$ cat src/rtl/pl_pkg.sv
package pl_pkg;
  typedef enum logic [1:0] {
    ST_IDLE = 2'd0,
    ST_LOAD = 2'd1,
    ST_PROG = 2'd2
  } pl_state_e;

  // Byte-lane write enables for one load.
  function automatic logic [1:0] lane_enable(input logic word_mode, input logic lsb);
    if (word_mode) return 2'b11;
    return lsb ? 2'b10 : 2'b01;
  endfunction

  // Byte loads are replicated onto both halves of the latch word.
  function automatic logic [15:0] lane_data(input logic word_mode, input logic [15:0] d);
    return word_mode ? d : {d[7:0], d[7:0]};
  endfunction

  // A terminator is legal only when it carries zero.
  function automatic logic term_nonzero(input logic word_mode, input logic [15:0] d);
    return word_mode ? (|d) : (|d[7:0]);
  endfunction
endpackage

$ cat src/rtl/pl_timer.sv
module pl_timer #(
  parameter int CNT_W = 8
) (
  input  logic             clk,
  input  logic             rst_n,
  input  logic             run,
  input  logic             restart,
  input  logic [CNT_W-1:0] limit,
  output logic             expire
);
  logic [CNT_W-1:0] cnt;

  assign expire = run && !restart && (cnt == limit - CNT_W'(1));

  always_ff @(posedge clk) begin
    if (!rst_n)              cnt <= '0;
    else if (!run || restart) cnt <= '0;
    else if (!expire)        cnt <= cnt + CNT_W'(1);
  end


  cnt_in_range_chk: assert property (@(posedge clk) disable iff (!rst_n)
    run |-> (cnt < limit));
endmodule

$ cat src/rtl/pl_dup_detect.sv
module pl_dup_detect #(
  parameter int ADDR_W = 20
) (
  input  logic              clk,
  input  logic              rst_n,
  input  logic              clr,
  input  logic              stb,
  input  logic              word_mode,
  input  logic [ADDR_W-1:0] addr,
  output logic              dup,
  output logic [ADDR_W-8:0] page
);
  logic [ADDR_W-1:0] prev;
  logic              have_prev;
  logic              same;

  assign same = word_mode ? (prev[ADDR_W-1:1] == addr[ADDR_W-1:1]) : (prev == addr);
  assign dup  = have_prev && same;

  always_ff @(posedge clk) begin
    if (!rst_n) begin
      prev      <= '0;
      have_prev <= 1'b0;
      page      <= '0;
    end else if (clr) begin
      have_prev <= 1'b0;
      page      <= '0;
    end else if (stb) begin
      prev      <= addr;
      have_prev <= 1'b1;
      if (!have_prev) page <= addr[ADDR_W-1:7];
    end
  end


  page_first_chk: assert property (@(posedge clk) disable iff (!rst_n)
    (stb && have_prev && !clr) |=> $stable(page));
endmodule

$ cat src/rtl/pl_lane_map.sv
module pl_lane_map
  import pl_pkg::*;
(
  input  logic        wr,
  input  logic        word_mode,
  input  logic [6:0]  loc,
  input  logic [15:0] din,
  output logic [1:0]  be,
  output logic [5:0]  widx,
  output logic [15:0] wdata
);
  assign be    = wr ? lane_enable(word_mode, loc[0]) : 2'b00;
  assign widx  = loc[6:1];
  assign wdata = lane_data(word_mode, din);


  always_comb begin
    if (wr && !word_mode) lane_single_chk: assert ($countones(be) == 1);
  end
endmodule

$ cat src/rtl/flash_page_loader.sv
module flash_page_loader
  import pl_pkg::*;
#(
  parameter int ADDR_W  = 20,
  parameter int TMO_PGM = 5000,
  parameter int TMO_BUF = 1500
) (
  input  logic              clk,
  input  logic              rst_n,
  input  logic              arm_valid,
  input  logic              arm_buf,
  input  logic              arm_word,
  input  logic              ld_stb,
  input  logic [ADDR_W-1:0] ld_addr,
  input  logic [15:0]       ld_data,
  input  logic              pgm_ack,
  output logic              loading,
  output logic              buf_clr,
  output logic [1:0]        buf_be,
  output logic [5:0]        buf_widx,
  output logic [15:0]       buf_wdata,
  output logic              load_end,
  output logic              end_dup,
  output logic              rsvd_flag,
  output logic              pgm_start,
  output logic [ADDR_W-8:0] pgm_page
);
  localparam int TMO_MAX = (TMO_PGM > TMO_BUF) ? TMO_PGM : TMO_BUF;
  localparam int CNT_W   = $clog2(TMO_MAX + 1);
  localparam logic [CNT_W-1:0] LIM_PGM = CNT_W'(TMO_PGM);
  localparam logic [CNT_W-1:0] LIM_BUF = CNT_W'(TMO_BUF);

  pl_state_e state, state_nx;
  logic kind_buf_q, word_q;

  // Named internal events
  logic arm_ok, accept, dup, term, wr, expire, finish_now;

  assign arm_ok     = (state == ST_IDLE) && arm_valid;
  assign accept     = (state == ST_LOAD) && ld_stb;
  assign term       = accept && !kind_buf_q && dup;
  assign wr         = accept && !term;
  assign finish_now = term || expire;
  assign loading    = (state == ST_LOAD);
  assign buf_clr    = arm_ok && !arm_buf;

  pl_timer #(.CNT_W(CNT_W)) u_timer (
    .clk(clk), .rst_n(rst_n), .run(loading), .restart(accept),
    .limit(kind_buf_q ? LIM_BUF : LIM_PGM), .expire(expire)
  );

  pl_dup_detect #(.ADDR_W(ADDR_W)) u_dup (
    .clk(clk), .rst_n(rst_n), .clr(arm_ok), .stb(accept),
    .word_mode(word_q), .addr(ld_addr), .dup(dup), .page(pgm_page)
  );

  pl_lane_map u_lane (
    .wr(wr), .word_mode(word_q), .loc(ld_addr[6:0]), .din(ld_data),
    .be(buf_be), .widx(buf_widx), .wdata(buf_wdata)
  );

  always_comb begin
    state_nx = state;
    case (state)
      ST_IDLE: if (arm_ok) state_nx = ST_LOAD;
      ST_LOAD: begin
        if (term)        state_nx = ST_PROG;
        else if (expire) state_nx = kind_buf_q ? ST_IDLE : ST_PROG;
      end
      ST_PROG: if (pgm_ack) state_nx = ST_IDLE;
      default: state_nx = ST_IDLE;
    endcase
  end

  always_ff @(posedge clk) begin
    if (!rst_n) begin
      state      <= ST_IDLE;
      kind_buf_q <= 1'b0;
      word_q     <= 1'b0;
      load_end   <= 1'b0;
      pgm_start  <= 1'b0;
      rsvd_flag  <= 1'b0;
      end_dup    <= 1'b0;
    end else begin
      state     <= state_nx;
      load_end  <= finish_now;
      pgm_start <= term || (expire && !kind_buf_q);
      rsvd_flag <= term && term_nonzero(word_q, ld_data);
      if (arm_ok) begin
        kind_buf_q <= arm_buf;
        word_q     <= arm_word;
      end
      if (finish_now) end_dup <= term;
    end
  end


  start_with_end_chk: assert property (@(posedge clk) disable iff (!rst_n)
    pgm_start |-> load_end);


  rsvd_needs_dup_chk: assert property (@(posedge clk) disable iff (!rst_n)
    rsvd_flag |-> (load_end && end_dup));


  buf_end_no_start_chk: assert property (@(posedge clk) disable iff (!rst_n)
    (load_end && kind_buf_q) |-> !pgm_start);


  prog_no_write_chk: assert property (@(posedge clk) disable iff (!rst_n)
    (state == ST_PROG) |-> (buf_be == 2'b00));


  page_hold_chk: assert property (@(posedge clk) disable iff (!rst_n)
    (state == ST_PROG && !pgm_ack) |=> $stable(pgm_page));
endmodule

$ cat config.mk
export PLATFORM = sky130hd
export DESIGN_NAME = flash_page_loader
export DESIGN_NICKNAME = d
export VERILOG_FILES = /design/src/rtl/pl_pkg.sv /design/src/rtl/pl_timer.sv /design/src/rtl/pl_dup_detect.sv /design/src/rtl/pl_lane_map.sv /design/src/rtl/flash_page_loader.sv
export SDC_FILE = /design/constraint.sdc
export NUM_CORES = 1
export LEC_CHECK = 0
export BUFFER_PORTS_ARGS = -buffer_cell sky130_fd_sc_hd__clkbuf_2
export CORE_ASPECT_RATIO = 0.6
export CORE_MARGIN = 2
export CORE_UTILIZATION = 40
export DETAILED_ROUTE_END_ITERATION = 10
export PLACE_DENSITY = 0.68
export SYNTH_ARGS = -nofsm -noshare
export SYNTH_HDL_FRONTEND = slang
export SYNTH_SLANG_ARGS = --single-unit
$ cat constraint.sdc
create_clock -name clk -period 2.03 [get_ports clk]
set_clock_uncertainty 0.15 [all_clocks]
set_input_delay 0.406 -clock clk [delete_from_list [all_inputs] [get_ports clk]]
set_output_delay 0.406 -clock clk [all_outputs]
set_load 0.02 [all_outputs]
# Yosys cells after proc, flatten, opt, wreduce, memory -nomap -nowiden
# Index checks and enable logic that the tools add are counted.
dict set report op_classes {
  add_sub_neg 2
  eq_ne 8
  muxes 15
  bitwise 3
  reduce_logical 27
}
# operator count
set ops {}
lappend ops {{== test 20 bit} 1}
lappend ops {{== test 19 bit} 1}
lappend ops {{2-to-1 mux 2 bit} 9}
lappend ops {{2-to-1 mux 16 bit} 1}
lappend ops {{OR reduction 16 bit} 1}
lappend ops {{adder 13 x 1 -> 13 bit (second input constant)} 1}
lappend ops {{== test 13 bit} 1}
lappend ops {{2-to-1 mux 13 bit} 1}
lappend ops {{subtractor 13 x 1 -> 13 bit (second input constant)} 1}
lappend ops {{logical AND 1 bit} 11}
lappend ops {{OR reduction 8 bit} 1}
lappend ops {{one-hot mux 2 bit (3 select lines)} 1}
lappend ops {{logical NOT 1 bit} 5}
lappend ops {{!= test 2 bit (second input constant)} 2}
lappend ops {{AND reduction 2 bit} 2}
lappend ops {{OR reduction 2 bit} 2}
lappend ops {{logical OR 1 bit} 3}
lappend ops {{2-to-1 mux 1 bit} 3}
lappend ops {{!= test 3 bit (second input constant)} 1}
lappend ops {{NOT 1 bit} 3}
lappend ops {{AND reduction 3 bit} 1}
lappend ops {{== test 2 x 1 -> 1 bit (second input constant)} 1}
lappend ops {{== test 2 bit (second input constant)} 1}
lappend ops {{logical NOT 2 bit} 1}
dict set report totals {
  ff_bits 55
  inputBits 43
}

# Longest topological paths before layout
dict set report logic_depth {
  word_depth 8
  depth_mapped 7
  mapped_depth_nobuf 5
}

# By module
# A second synthesis with hierarchy kept.
dict set report hier_totals {
  hier_cells 404
  area_unflattened_um2 3340.7
}
# module n_inst cells_per_inst area_per_inst_um2 seq_area_each_um2
set modules_own_cells {}
lappend modules_own_cells {pl_dup_detect 1 177 1448.9 680.7}
lappend modules_own_cells {pl_timer 1 157 1236.2 260.2}
lappend modules_own_cells {flash_page_loader 1 44 400.4 160.2}
lappend modules_own_cells {pl_lane_map 1 26 255.2 0.0}

# Worst setup path before layout
# No wires, ideal clock.
dict set report synth_timing {
  kind {register to output}
  startpoint {reg state[1]}
  endpoint {out buf_be[0]}
  arrival_time_ps 1606
  required_time_ps 1474
  setup_slack_ps -132
  path_stages_with_launch 6
  n_path_buf 0
  path_cell_list {dfxtp_1 and2b_1 nand2_1 nor4_2 nand2_1 and3_1}
}
dict set report synth_via {
  elab_chain_len 7
}
# item line
set synth_lines {}
lappend synth_lines {{start, declared} flash_page_loader.sv:33} ;# pl_state_e state, state_nx;
lappend synth_lines {{start signal, assigned} flash_page_loader.sv:85} ;# state <= state_nx;
lappend synth_lines {{== test 2 x 1 -> 1 bit *} --}
lappend synth_lines {{via loading} flash_page_loader.sv:17} ;# output logic loading,
lappend synth_lines {{logical AND 1 bit *} flash_page_loader.sv:40} ;# assign accept = (state == ST_LOAD) && ld_stb;
lappend synth_lines {{logical AND 1 bit (2 in a row)} flash_page_loader.sv:41} ;# assign term = accept && !kind_buf_q && dup;
lappend synth_lines {{logical NOT 1 bit} flash_page_loader.sv:42} ;# assign wr = accept && !term;
lappend synth_lines {{logical AND 1 bit *} flash_page_loader.sv:42}
lappend synth_lines {{2-to-1 mux 2 bit *} pl_lane_map.sv:12} ;# assign be = wr ? lane_enable(word_mode, loc[0]) : 2'b00;
lappend synth_lines {{end, declared} flash_page_loader.sv:19} ;# output logic [1:0] buf_be,
# Mark *: on every way through the listed nets, which the timed path passes. The rest lies on a longest branch.

# Final worst setup path
dict set report layout_timing {
  startpoint {reg u_dup.prev[1]}
  endpoint {out buf_be[0]}
}
dict set report layout_via {
  elab_chain_len 7
}
# item line
set layout_lines {}
lappend layout_lines {{start, declared} pl_dup_detect.sv:13} ;# logic [ADDR_W-1:0] prev;
lappend layout_lines {{start signal, assigned} pl_dup_detect.sv:29} ;# prev <= addr;
lappend layout_lines {{== test 20 bit / == test 19 bit (equally long branches)} pl_dup_detect.sv:17} ;# assign same = word_mode ? (prev[ADDR_W-1:1] == addr[ADDR_W-1:1]) : (prev == addr);
lappend layout_lines {{2-to-1 mux 1 bit *} pl_dup_detect.sv:17}
lappend layout_lines {{logical AND 1 bit *} pl_dup_detect.sv:18} ;# assign dup = have_prev && same;
lappend layout_lines {{logical AND 1 bit *} flash_page_loader.sv:41}
lappend layout_lines {{logical NOT 1 bit *} flash_page_loader.sv:42}
lappend layout_lines {{logical AND 1 bit *} flash_page_loader.sv:42}
lappend layout_lines {{2-to-1 mux 2 bit *} pl_lane_map.sv:12}
# Mark *: on every way between the ends. The rest lies on a longest branch, timed or not.

==> summary.txt <==
Die
  • Die W: 110 um
  • Boundary pin count: 86
  • Core Box Area: 6590 sq um
  • # rows: 23
  • Initial Util: 40.8%
  • Die H: 67.5 um
  • Die footprint: 7420 sq um

Power and ir drop
  • Clk pwr share: 28.0%
  • Comb pwr share: 19.0%
  • VDD IR max: 0.270 mV
  • Seq pwr share: 53.0%
  • Leakage: 1.42 nW
  • Pwr dens: 627 nW/um^2
  • Switching share of power: 28.6%
  • Net Sw Power: 613 uW
  • Cell Int Power: 1.53 mW

Layout
  • Nets: 457
  • FF/Latch Area: 1110 sq um
  • Share of cells above drive strength 1: 36.0%
  • Final Instance Area: 3430 sq um
  • Most frequent cells in the layout: nand2_1, clkbuf_2, dfxtp_1, buf_4, a21boi_0
  • Fillers: 627
  • Area Growth Syn to Fin: 27.4%
  • Area occupied by multi-input gates: 1440 sq um
  • Ant diodes: 0

GRT
  • First-pass GRT wire length: 10200 um
  • GRT overflow: 0
  • All-layer global routing usage: 18.1%
  • Initial antenna violation count: 0
  • Number of global-route vias before repair: 2092
  • Pin count of the biggest net entering global routing: 28

CTS
  • Root buf cell: clkbuf_8
  • Worst-path clk slew: 0.10 ns
  • CTS H-tree lvls: 2
  • Clk buf depth: 2
  • Hold buffer count at cts: 0
  • Setup Buffers After CTS: 0
  • CTS Buf Count: 5
  • CTS tree: done
  • Worst-Skew Late Latency: 0.31 ns
  • Clk sink count: 55

Logic synthesis
  • EDFF count, synth: 0
  • #FFs+latches synth: 55
  • Post-synth top flop: dfxtp_1
  • Register area share after synthesis: 40.9%
  • Number of synthesis warnings: 0
  • Asr flop ratio synth: 0%
  • Leading area contributor after synthesis: dfxtp_1
  • Syn Inst Count: 321
  • Cell area after synthesis: 2690 sq um
  • Synth top area cells: dfxtp_1, nand2_1, xnor2_1
  • Share of the synthesized area in the top cell type: 40.9%
  • Synth cell types: 43
  • Syn_area_per_cell: 8.38 sq um
  • Syn_nets: 365

Route
  • Drt pass-1 iters: 4
  • DR WL/cell: 13.4 um
  • Initial DRC count: 140
  • Routed WL: 6690 um
  • Via Count: 2419
  • Post-DRT Antenna Nets: 0
  • DRC viols: 0
  • Via-to-Cell Ratio: 4.83

Worst setup path
  • Kind of critical path: register to output pin
  • Largest stage delay, worst path: 0.34 ns
  • CP Max Fanout: 3
  • Worst Setup End Kind: output pin
  • CP required: 1.47 ns
  • Startpoint Class: register
  • CP Cell Sequence: xnor2_2, buf_4, nand4_1, nor4_4, nand2_2, and3_4, buf_8
  • Slowest CP cell: dfxtp_2
  • Arr. time, crit path: 1.78 ns

Timing
  • Tmin final: 2.34 ns
  • Worst Tran Pin Value: 0.566 ns
  • Relative slew slack: 62.2%
  • Crit share post-route: 115%
  • Final setup violation count: 2
  • Post-route setup slack: -0.310 ns
  • Unrepaired setup endpoints after global routing: true
  • Final hold violation count: 0
  • Max Slew Vio Count: 0
  • Hold WS: 0.189 ns
  • Fmax: 0.427 GHz

Place
  • Routability cong.: 0.866
  • Port Buffers: 85
  • Post-detail-place hpwl: 5160 um
  • Placed inst area: 3280 sq um

Flow run
  • Max-Cap Viols: 0

Hold path
  • Worst hold path type: input port to register

Run status
  • Status: finished with violations
  • Violated checks: negative setup slack
[cell families (layout without fill, tap and decap cells)]
family,after synthesis,count (layout),synth area share (%)
simple gates,143,143,25.1
flops,55,55,40.9
fa+ha+maj,1,1,0.465
buf+inv,34,127,7.30
mux,9,9,3.72
xor+xnor,28,28,9.12
compound gates,51,51,13.4
[routing by layer]
metal | GRT usage (%) | vias to the layer above | part of all wire (%)
li1 | - | 1244 | -
met3 | 4.44 | 5 | 7.2
met2 | 25.8 | 82 | 40
met4 | 3.80 | 0 | 0.58
met1 | 27.2 | 1088 | 52
met5 | 0 | - | 0
[power by group through the flow]
stage                     combinational, mW  sequential (mW)  clock, mW
after floorplan                       0.230             1.17          0
after global placement                0.395             1.16          0
after detailed placement              0.399             1.16          0
after CTS                             0.407             1.14      0.612
after global routing                  0.445             1.14      0.655
final                                 0.408             1.14      0.601
[through the flow]
stage	setup TNS, ns	setup WS (ns)	total power [mW]	std cells	util, %
2_1_floorplan	0	0.0318	1.40	321	-
3_3_place_gp	-0.745	-0.261	1.55	493	49.7
3_5_place_dp	-0.936	-0.279	1.56	493	49.7
4_1_cts	-0.699	-0.367	2.16	501	51.6
5_1_grt	-0.774	-0.399	2.24	501	52.0
6_report	-0.591	-0.310	2.15	501	52.0
[area by class of cell]
| cell class | count | share of cell area, % |
|---|---|---|
| clock inverters | 2 | 0.365 |
| multi-input cells | 232 | 42.1 |
| clock buffers | 6 | 2.12 |
| repair buffers | 115 | 19.5 |
| inverters | 4 | 0.438 |
| well taps | 87 | 3.18 |
| flip-flops and latches | 55 | 32.3 |
[path summary, 6_finish.rpt]
path,cells past startpoint,endpoint,from,slack [ns]
max,7,buf_be[0],u_dup.prev[1],-0.31
min,3,kind_buf_q,arm_buf,0.19
max reg2reg,5,state[0],u_timer.cnt[1],0.08
min reg2reg,2,u_dup.page[3],u_dup.page[3],0.31
[synthesized netlist by cell type, drive strengths merged, types with 2 or more instances]
library cell,n
buf,17
nand3,6
and3,3
nand2,84
xor2,8
nor4,6
a21oi,15
xnor2,20
dfxtp,55
o21ai,4
inv,4
nand2b,2
or3,2
a21boi,25
and2,3
a211o,2
clkbuf,13
nand4,8
mux2,8
nor2,20
[timing repair]
action | CTS | global route
resized for setup | 10 | 9
setup endpoints to repair | 15 | 6
pin swaps | 7 | 3
hold endpoints to repair | 0 | 0
[sequential cells by signal, indices dropped and copies added, names as in the netlist]
name / flops
word_q: 1
kind_buf_q: 1
u_dup.page: 13
load_end: 1
state: 2
u_timer.cnt: 13
pgm_start: 1
u_dup.prev: 20
end_dup: 1
u_dup.have_prev: 1
rsvd_flag: 1
[worst max-delay path, delay by kind of cell, from the launching register on]
kind	cells	cell delay [ns]
simple gates	4	0.75
buf+inv	2	0.26
flops	1	0.34
xor+xnor	1	0.13
Note: power is estimated with default switching activity, not from simulation.
